File: src/rtl/prf_pkg.sv
// Shared constants, word selects and reset-value helpers for the
// protected region descriptor register file.
// Assumes 32-bit descriptor words and 32-byte address granularity.
package prf_pkg;

    localparam int WORD_W       = 32;
    localparam int GRAIN_W      = 5;
    localparam int HI_W         = WORD_W - GRAIN_W;
    localparam int PRIV_MASTERS = 4;
    localparam int PRIV_GRP_W   = 6;
    localparam int RW_MASTERS   = 4;
    localparam int RW_BASE      = 24;
    localparam int RW_GRP_W     = 2;

    // Fields of the global register
    localparam int G_EN_BIT   = 0;
    localparam int G_CODE_LSB = 4;
    localparam int G_FLAG_LSB = 8;

    typedef enum logic [1:0] {
        W_START  = 2'd0,
        W_END    = 2'd1,
        W_RIGHTS = 2'd2,
        W_CTRL   = 2'd3
    } word_sel_e;

    // Rights word granting every master every right
    function automatic logic [WORD_W-1:0] full_rights();
        logic [WORD_W-1:0] v;
        v = '0;
        for (int n = 0; n < PRIV_MASTERS; n++) begin
            v[n*PRIV_GRP_W +: PRIV_GRP_W] = 6'b000111;
        end
        for (int n = 0; n < RW_MASTERS; n++) begin
            v[RW_BASE + n*RW_GRP_W +: RW_GRP_W] = 2'b11;
        end
        return v;
    endfunction

    // Encoded region count as reported in the global register
    function automatic logic [1:0] count_code(int n);
        if (n <= 8)       return 2'd0;
        else if (n <= 12) return 2'd1;
        else              return 2'd2;
    endfunction

endpackage

File: src/rtl/prf_slot.sv
// One region descriptor: start, end, rights and valid bit.
// When IS_ZERO is set, writes from any master except DEBUG_ID cannot
// change the bounds or the debugger's rights group.
// Assumes the parent decodes the write to this slot into we/sel.
module prf_slot
    import prf_pkg::*;
#(
    parameter bit IS_ZERO  = 1'b0,
    parameter int MSTR_W   = 3,
    parameter int DEBUG_ID = 1
) (
    input  logic              clk,
    input  logic              rst_n,
    input  logic              we,
    input  word_sel_e         sel,
    input  logic [WORD_W-1:0] wdata,
    input  logic [MSTR_W-1:0] wmstr,
    output logic [HI_W-1:0]   start_hi,
    output logic [HI_W-1:0]   end_hi,
    output logic [WORD_W-1:0] rights,
    output logic              valid
);

    localparam logic [WORD_W-1:0] DBG_MASK =
        WORD_W'(6'h3F) << (DEBUG_ID * PRIV_GRP_W);
    localparam logic [HI_W-1:0]   RST_END    = IS_ZERO ? '1 : '0;
    localparam logic [WORD_W-1:0] RST_RIGHTS = IS_ZERO ? full_rights() : '0;
    localparam logic              RST_VALID  = IS_ZERO;

    logic              locked;
    logic [WORD_W-1:0] rights_nx;

    // Writer lacks the debugger identity on a protected slot
    assign locked = IS_ZERO && (wmstr != MSTR_W'(DEBUG_ID));

    // Merge new rights with the preserved debugger group when locked
    always_comb begin
        if (locked) rights_nx = (wdata & ~DBG_MASK) | (rights & DBG_MASK);
        else        rights_nx = wdata;
    end

    // Descriptor storage with per-word write enables
    always_ff @(posedge clk) begin
        if (!rst_n) begin
            start_hi <= '0;
            end_hi   <= RST_END;
            rights   <= RST_RIGHTS;
            valid    <= RST_VALID;
        end else if (we) begin
            case (sel)
                W_START:  if (!locked) start_hi <= wdata[WORD_W-1:GRAIN_W];
                W_END:    if (!locked) end_hi   <= wdata[WORD_W-1:GRAIN_W];
                W_RIGHTS: rights <= rights_nx;
                W_CTRL:   valid  <= wdata[0];
                default:  ;
            endcase
        end
    end


    idle_hold_chk: assert property (@(posedge clk) disable iff (!rst_n)
        !we |=> ($stable(start_hi) && $stable(end_hi) && $stable(rights) && $stable(valid)));


    valid_load_chk: assert property (@(posedge clk) disable iff (!rst_n)
        (we && sel == W_CTRL) |=> (valid == $past(wdata[0])));

    generate
        if (IS_ZERO) begin : g_lock_chk

            r0_bounds_lock_chk: assert property (@(posedge clk) disable iff (!rst_n)
                (we && locked && (sel == W_START || sel == W_END))
                |=> ($stable(start_hi) && $stable(end_hi)));


            r0_dbg_rights_chk: assert property (@(posedge clk) disable iff (!rst_n)
                (we && locked && sel == W_RIGHTS)
                |=> ((rights & DBG_MASK) == $past(rights & DBG_MASK)));
        end
    endgenerate

endmodule

File: src/rtl/prf_glb.sv
// Global control and status: checker enable, region-count code and
// sticky per-slave-port error flags (set by pulse, cleared by write-1).
// Assumes the parent passes only the relevant write-data bits.
module prf_glb
    import prf_pkg::*;
#(
    parameter int NUM_PORTS   = 4,
    parameter int NUM_REGIONS = 8
) (
    input  logic                 clk,
    input  logic                 rst_n,
    input  logic                 we,
    input  logic                 wr_en_bit,
    input  logic [NUM_PORTS-1:0] wr_clr,
    input  logic [NUM_PORTS-1:0] err_pulse,
    output logic                 enable,
    output logic [NUM_PORTS-1:0] flags,
    output logic [WORD_W-1:0]    rdata
);

    localparam logic [1:0] CODE = count_code(NUM_REGIONS);

    // Checker enable register
    always_ff @(posedge clk) begin
        if (!rst_n)  enable <= 1'b0;
        else if (we) enable <= wr_en_bit;
    end

    // Per-port sticky flags, set has priority over clear
    generate
        for (genvar p = 0; p < NUM_PORTS; p++) begin : g_flag
            always_ff @(posedge clk) begin
                if (!rst_n)            flags[p] <= 1'b0;
                else if (err_pulse[p]) flags[p] <= 1'b1;
                else if (we && wr_clr[p]) flags[p] <= 1'b0;
            end


            set_wins_chk: assert property (@(posedge clk) disable iff (!rst_n)
                err_pulse[p] |=> flags[p]);


            no_spurious_chk: assert property (@(posedge clk) disable iff (!rst_n)
                (!flags[p] && !err_pulse[p]) |=> !flags[p]);


            flag_hold_chk: assert property (@(posedge clk) disable iff (!rst_n)
                (flags[p] && !(we && wr_clr[p])) |=> flags[p]);
        end
    endgenerate

    // Assemble the register image for reads
    always_comb begin
        rdata = '0;
        rdata[G_EN_BIT] = enable;
        rdata[G_CODE_LSB +: 2] = CODE;
        rdata[G_FLAG_LSB +: NUM_PORTS] = flags;
    end


    en_hold_chk: assert property (@(posedge clk) disable iff (!rst_n)
        !we |=> $stable(enable));

endmodule

File: src/rtl/rgn_desc_file.sv
// Protected region descriptor register file top level.
// Decodes the register port, instantiates one slot per region (slot 0
// protected), the global register, the read mux and the flat outputs.
// Assumes NUM_REGIONS is 8, 12 or 16; unused indices read 0.
module rgn_desc_file
    import prf_pkg::*;
#(
    parameter int NUM_REGIONS = 8,
    parameter int NUM_PORTS   = 4,
    parameter int MSTR_W      = 3,
    parameter int DEBUG_ID    = 1,
    localparam int RIDX_W     = $clog2(NUM_REGIONS),
    localparam int REG_AW     = RIDX_W + 3
) (
    input  logic                          clk,
    input  logic                          rst_n,
    input  logic                          wr_en,
    input  logic [REG_AW-1:0]             wr_addr,
    input  logic [WORD_W-1:0]             wr_data,
    input  logic [MSTR_W-1:0]             wr_mstr,
    input  logic [REG_AW-1:0]             rd_addr,
    output logic [WORD_W-1:0]             rd_data,
    input  logic [NUM_PORTS-1:0]          err_pulse,
    output logic                          chk_enable,
    output logic [NUM_REGIONS-1:0]        rgn_valid,
    output logic [NUM_REGIONS*WORD_W-1:0] rgn_start,
    output logic [NUM_REGIONS*WORD_W-1:0] rgn_end,
    output logic [NUM_REGIONS*WORD_W-1:0] rgn_rights,
    output logic [NUM_PORTS-1:0]          err_flags
);

    logic              wr_glb, rd_glb;
    logic [RIDX_W-1:0] wr_ridx, rd_ridx;
    word_sel_e         wr_word, rd_word;
    logic [WORD_W-1:0] glb_rdata;

    logic [HI_W-1:0]   st_hi [NUM_REGIONS];
    logic [HI_W-1:0]   en_hi [NUM_REGIONS];
    logic [WORD_W-1:0] rt    [NUM_REGIONS];
    logic              vl    [NUM_REGIONS];

    // Split both addresses into global select, region index and word
    assign wr_glb  = wr_addr[REG_AW-1];
    assign wr_ridx = wr_addr[REG_AW-2:2];
    assign wr_word = word_sel_e'(wr_addr[1:0]);
    assign rd_glb  = rd_addr[REG_AW-1];
    assign rd_ridx = rd_addr[REG_AW-2:2];
    assign rd_word = word_sel_e'(rd_addr[1:0]);

    generate
        for (genvar g = 0; g < NUM_REGIONS; g++) begin : g_rgn
            logic slot_we;
            assign slot_we = wr_en && !wr_glb && (wr_ridx == RIDX_W'(g));

            prf_slot #(
                .IS_ZERO  (g == 0),
                .MSTR_W   (MSTR_W),
                .DEBUG_ID (DEBUG_ID)
            ) i_slot (
                .clk      (clk),
                .rst_n    (rst_n),
                .we       (slot_we),
                .sel      (wr_word),
                .wdata    (wr_data),
                .wmstr    (wr_mstr),
                .start_hi (st_hi[g]),
                .end_hi   (en_hi[g]),
                .rights   (rt[g]),
                .valid    (vl[g])
            );

            // Drive the checker-side copies with the granule bits fixed
            assign rgn_start [g*WORD_W +: WORD_W] = {st_hi[g], {GRAIN_W{1'b0}}};
            assign rgn_end   [g*WORD_W +: WORD_W] = {en_hi[g], {GRAIN_W{1'b1}}};
            assign rgn_rights[g*WORD_W +: WORD_W] = rt[g];
            assign rgn_valid[g] = vl[g];
        end
    endgenerate

    prf_glb #(
        .NUM_PORTS   (NUM_PORTS),
        .NUM_REGIONS (NUM_REGIONS)
    ) i_glb (
        .clk       (clk),
        .rst_n     (rst_n),
        .we        (wr_en && wr_glb),
        .wr_en_bit (wr_data[G_EN_BIT]),
        .wr_clr    (wr_data[G_FLAG_LSB +: NUM_PORTS]),
        .err_pulse (err_pulse),
        .enable    (chk_enable),
        .flags     (err_flags),
        .rdata     (glb_rdata)
    );

    // Combinational read mux over the global register and all slots
    always_comb begin
        rd_data = '0;
        if (rd_glb) begin
            rd_data = glb_rdata;
        end else if ({1'b0, rd_ridx} < (RIDX_W+1)'(NUM_REGIONS)) begin
            case (rd_word)
                W_START:  rd_data = {st_hi[rd_ridx], {GRAIN_W{1'b0}}};
                W_END:    rd_data = {en_hi[rd_ridx], {GRAIN_W{1'b1}}};
                W_RIGHTS: rd_data = rt[rd_ridx];
                W_CTRL:   rd_data = {{(WORD_W-1){1'b0}}, vl[rd_ridx]};
                default:  rd_data = '0;
            endcase
        end
    end


    r0_valid_reset_chk: assert property (@(posedge clk)
        $past(!rst_n) |-> (rgn_valid == NUM_REGIONS'(1)));

endmodule

File: config.mk
export PLATFORM = sky130hd
export DESIGN_NAME = rgn_desc_file
export DESIGN_NICKNAME = d
export VERILOG_FILES = /design/src/rtl/prf_pkg.sv /design/src/rtl/prf_slot.sv /design/src/rtl/prf_glb.sv /design/src/rtl/rgn_desc_file.sv
export SDC_FILE = /design/constraint.sdc
export NUM_CORES = 2
export LEC_CHECK = 0
export ABC_AREA = 1
export BUFFER_PORTS_ARGS = -buffer_cell sky130_fd_sc_hd__buf_2
export CAP_MARGIN = 20
export CORE_AREA = 2 2 336 338
export DETAILED_ROUTE_END_ITERATION = 10
export DIE_AREA = 0 0 338 340
export GPL_TIMING_DRIVEN = 1
export MAX_ROUTING_LAYER = met4
export SYNTH_ARGS = -nofsm -noshare
export SYNTH_HDL_FRONTEND = slang
export SYNTH_SLANG_ARGS = --single-unit
export TNS_END_PERCENT = 20
File: constraint.sdc
create_clock -name clk -period 2.1 [get_ports clk]
set_clock_uncertainty 0.2 [all_clocks]
set_input_delay 0.105 -clock clk [delete_from_list [all_inputs] [get_ports clk]]
set_output_delay 0.105 -clock clk [all_outputs]
set_load 0.01 [all_outputs]
==> metrics.md <==
| Metric | Value |
|---|---|
| Final Worst Setup Slack | -340 ps |
| Finished Cell Area | around 44000 µm² |
| Status | finished, violations left |
| Placed Instances | 6709 |
| GRT Total Usage | 33.8% |
| Root buf cell | clkbuf_16 |
| Die width | 338 µm |
| Seq/Total Area, Yosys | 44.4% |
| Switch share | 28.1% |
| Initial Utilization | around 28% |
| HPWL Detailed | 148000 µm |
| Fin. Hold Viols | 2 |
| Initial antenna violation count | 13 |
| Static leakage | a little under 20 nW |
| CP startpoint kind | register |
| CTS buffer count | 86 |
| Synth Area in Compound Gates | 23.6% |
| Commonest non-fill, non-tap cell in the layout | buf_2 |
| Cell taking the most area after synthesis | dfxtp_1 |
| CP max FO | 2 |
| Post-route ant nets | 0 |
| Simple-gate area share of the yosys netlist | between 15 and 20% |
| 1st-pass router iterations | 6 |
| Vias in the first global route | 32582 |
| Worst skew pair latency | approximately 690 ps |
| Synth cell types | 23 |
| Fin. max-slew vios | 0 |
| Sw power | a little over 0.009 W |
| Clk pwr share | 47.5% |
| Worst slew pin tran | 751 ps |
| Part of the power in combinational logic | 12.1% |
| Die height | around 340 µm |
| Endpoints failing setup | 30 |
| Total Die Area | 115000 µm² |
| Share of cells above drive strength 1 | 29.9% |
| Synth Warn # | 0 |
| Mapped Cells | ~4500 |
| Internal power | 0.0240 W |
| Depth of the CTS H-tree | 3 |
| DRT iter0 DRCs | 4250 |
| Port buffer count | slightly below 800 |
| CTS tree | built |
| Routed wire length | around 200000 µm |
| Max_cap viols | 0 |
| Violated checks | hold timing, setup timing |
| Xor/xnor cell area share of the yosys netlist | 0% |
| Fin nets | about 5400 |
| Routed WL per cell | 28.7 µm |
| FP Rows | 123 |
| Period utilisation layout | 116% |
| Synth Cell Area | 31600 µm² |
| Fmax | 410 MHz |
| Area after DPL | 38800 µm² |
| HP Class | input port to register |
| Syn-to-layout area delta | 39.5% |
| Sinks on Clock Net | 701 |
| Vias/cell | 5.34 |
| Largest family of logic cells by synthesized area | compound AO/OA/AOI/OAI gates |
| RSZ-0062 raised after global routing | yes |
| WHS | -62.8 ps |
| Overflow after GRT | 0 |
| Metal3 WL | ~23000 µm |
| Part of the power in registers | 40.5% |
| Non-filler cells, final | 6963 |
| Crit Path Class | register to primary output |
| Worst EP required | approximately 1800 ps |
| DR vias | 37201 |
| Top-area cell type share of the netlist area | 44.4% |
| Met1 WL | 80200 µm |
| Reg clk slew, reported paths | 60 ps |
| Post-synthesis mux area share | 0% |
| Critical Path AT | between 2000 and 2500 ps |
| Seq cells post-synth | 701 |
| Mapped Avg Cell Area | 6.98 µm² |
| Post-layout min period | 2440 ps |
| Routability cong. | 0.993 |
| Highest metal layer with signal wires | met4 |
| Setup TNS | -5940 ps |
| Largest net degree at the start of global routing | 131 |
| Clock Path Buffers | 3 |
| Most frequent cells in the layout | buf_2, nand2_1, a21oi_1 |
| Max VDD drop | between 500 and 600 µV |
| Post-placement setup slack | -123 ps |
| Pwr dens | 755 nW/µm² |
| Length of routed met2 wiring | 84300 µm |
| First-pass GRT wire length | 265000 µm |
| Synth area leaders | dfxtp_1, a21oi_1, o21ai_0, nand2_1, nand3_1 |
| Top Ports | 867 |
| DRC violations left | 0 |
| CORE AREA | 112000 µm² |
| Synth Area in Adders | 0% |
| Slew HR | 49.9% |
| Worst setup EP type | primary output |
## sequential cells by signal, summed over array words and instances (netlist names)
| name | cells |
|---|---|
| g_rgn.i_slot.start_hi | 216 |
| g_rgn.i_slot.valid | 8 |
| i_glb.enable | 1 |
| g_rgn.i_slot.rights | 256 |
| i_glb.flags | 4 |
| g_rgn.i_slot.end_hi | 216 |
## Yosys cell counts (all sizes together)
cell type / n
a21oi: 684
conb: 2
nand3: 549
nand2: 768
nand4: 1
dfxtp: 701
o21ai: 653
nor2: 119
clkinv: 2
inv: 450
buf: 171
o211ai: 101
clkbuf: 327
nor3: 5
## repair_timing
item                                   4_1_cts  5_1_grt
endpoints found under the hold margin      691        4
resized for setup                          196      256
setup endpoints to repair                   32      168
hold buffers                                66        3
setup buffers                                6       15
gates cloned                                 0        5
pin swaps                                   47       76
## path summary, 6_finish.rpt
path	start	to	slack (ps)	depth (start not counted)
max	g_rgn[0].i_slot.rights[28]	rd_data[28]	-340	8
min	wr_addr[5]	g_rgn[6].i_slot.valid	-60	8
max reg2reg	i_glb.flags[3]	i_glb.flags[3]	550	3
min reg2reg	g_rgn[1].i_slot.end_hi[1]	g_rgn[1].i_slot.end_hi[1]	250	2
## worst max-delay path, cell delays in order, from the launching register on
cell      delay (ps)
dfxtp_2          320
o211ai_1         430
nand3_1          180
buf_6            180
nand3_2           60
nand3_2           60
nand2_2           80
inv_2             40
buf_6            110
## power groups by stage
stage | logic (W) | clock network, W | registers (W)
floorplan | 0.00162 | 0 | 0.0138
global placement | 0.00354 | 0 | 0.0138
detailed placement | 0.00354 | 0 | 0.0138
CTS | 0.00376 | 0.0159 | 0.0135
global route | 0.00419 | 0.0164 | 0.0135
finish | 0.00401 | 0.0158 | 0.0135
## per-layer routing
| layer | vias to the layer above | global-route usage [%] |
|---|---|---|
| li1 | 16588 | - |
| met1 | 18007 | 42.7 |
| met5 | - | - |
| met3 | 370 | 10.6 |
| met2 | 2236 | 48.4 |
| met4 | 0 | 16.5 |
## final cells by class
type,instances,area (µm²)
fillers,11708,67400
well taps,1500,1880
repair buffers,1183,8240
clock inverters,31,378
diodes,11,27.5
clock buffers,125,2570
inverters,452,1710
flip-flops and latches,701,14200
multi-input cells,2960,15200
## per-stage QoR
stage,power [W],utilization [%]
6_report,0.0333,39.5
5_1_grt,0.0341,39.5
4_1_cts,0.0331,38.6
3_5_place_dp,0.0173,34.8
3_3_place_gp,0.0173,34.8
2_1_floorplan,0.0154,-
## cells by family (layout without fill, tap and decap cells)
group	count (synthesis)	in the layout
simple gates	1442	1442
compound gates	1438	1438
buf+inv	950	1791
flops	701	701
other cells	2	91
No activity file was read; power rests on OpenSTA's default activity.
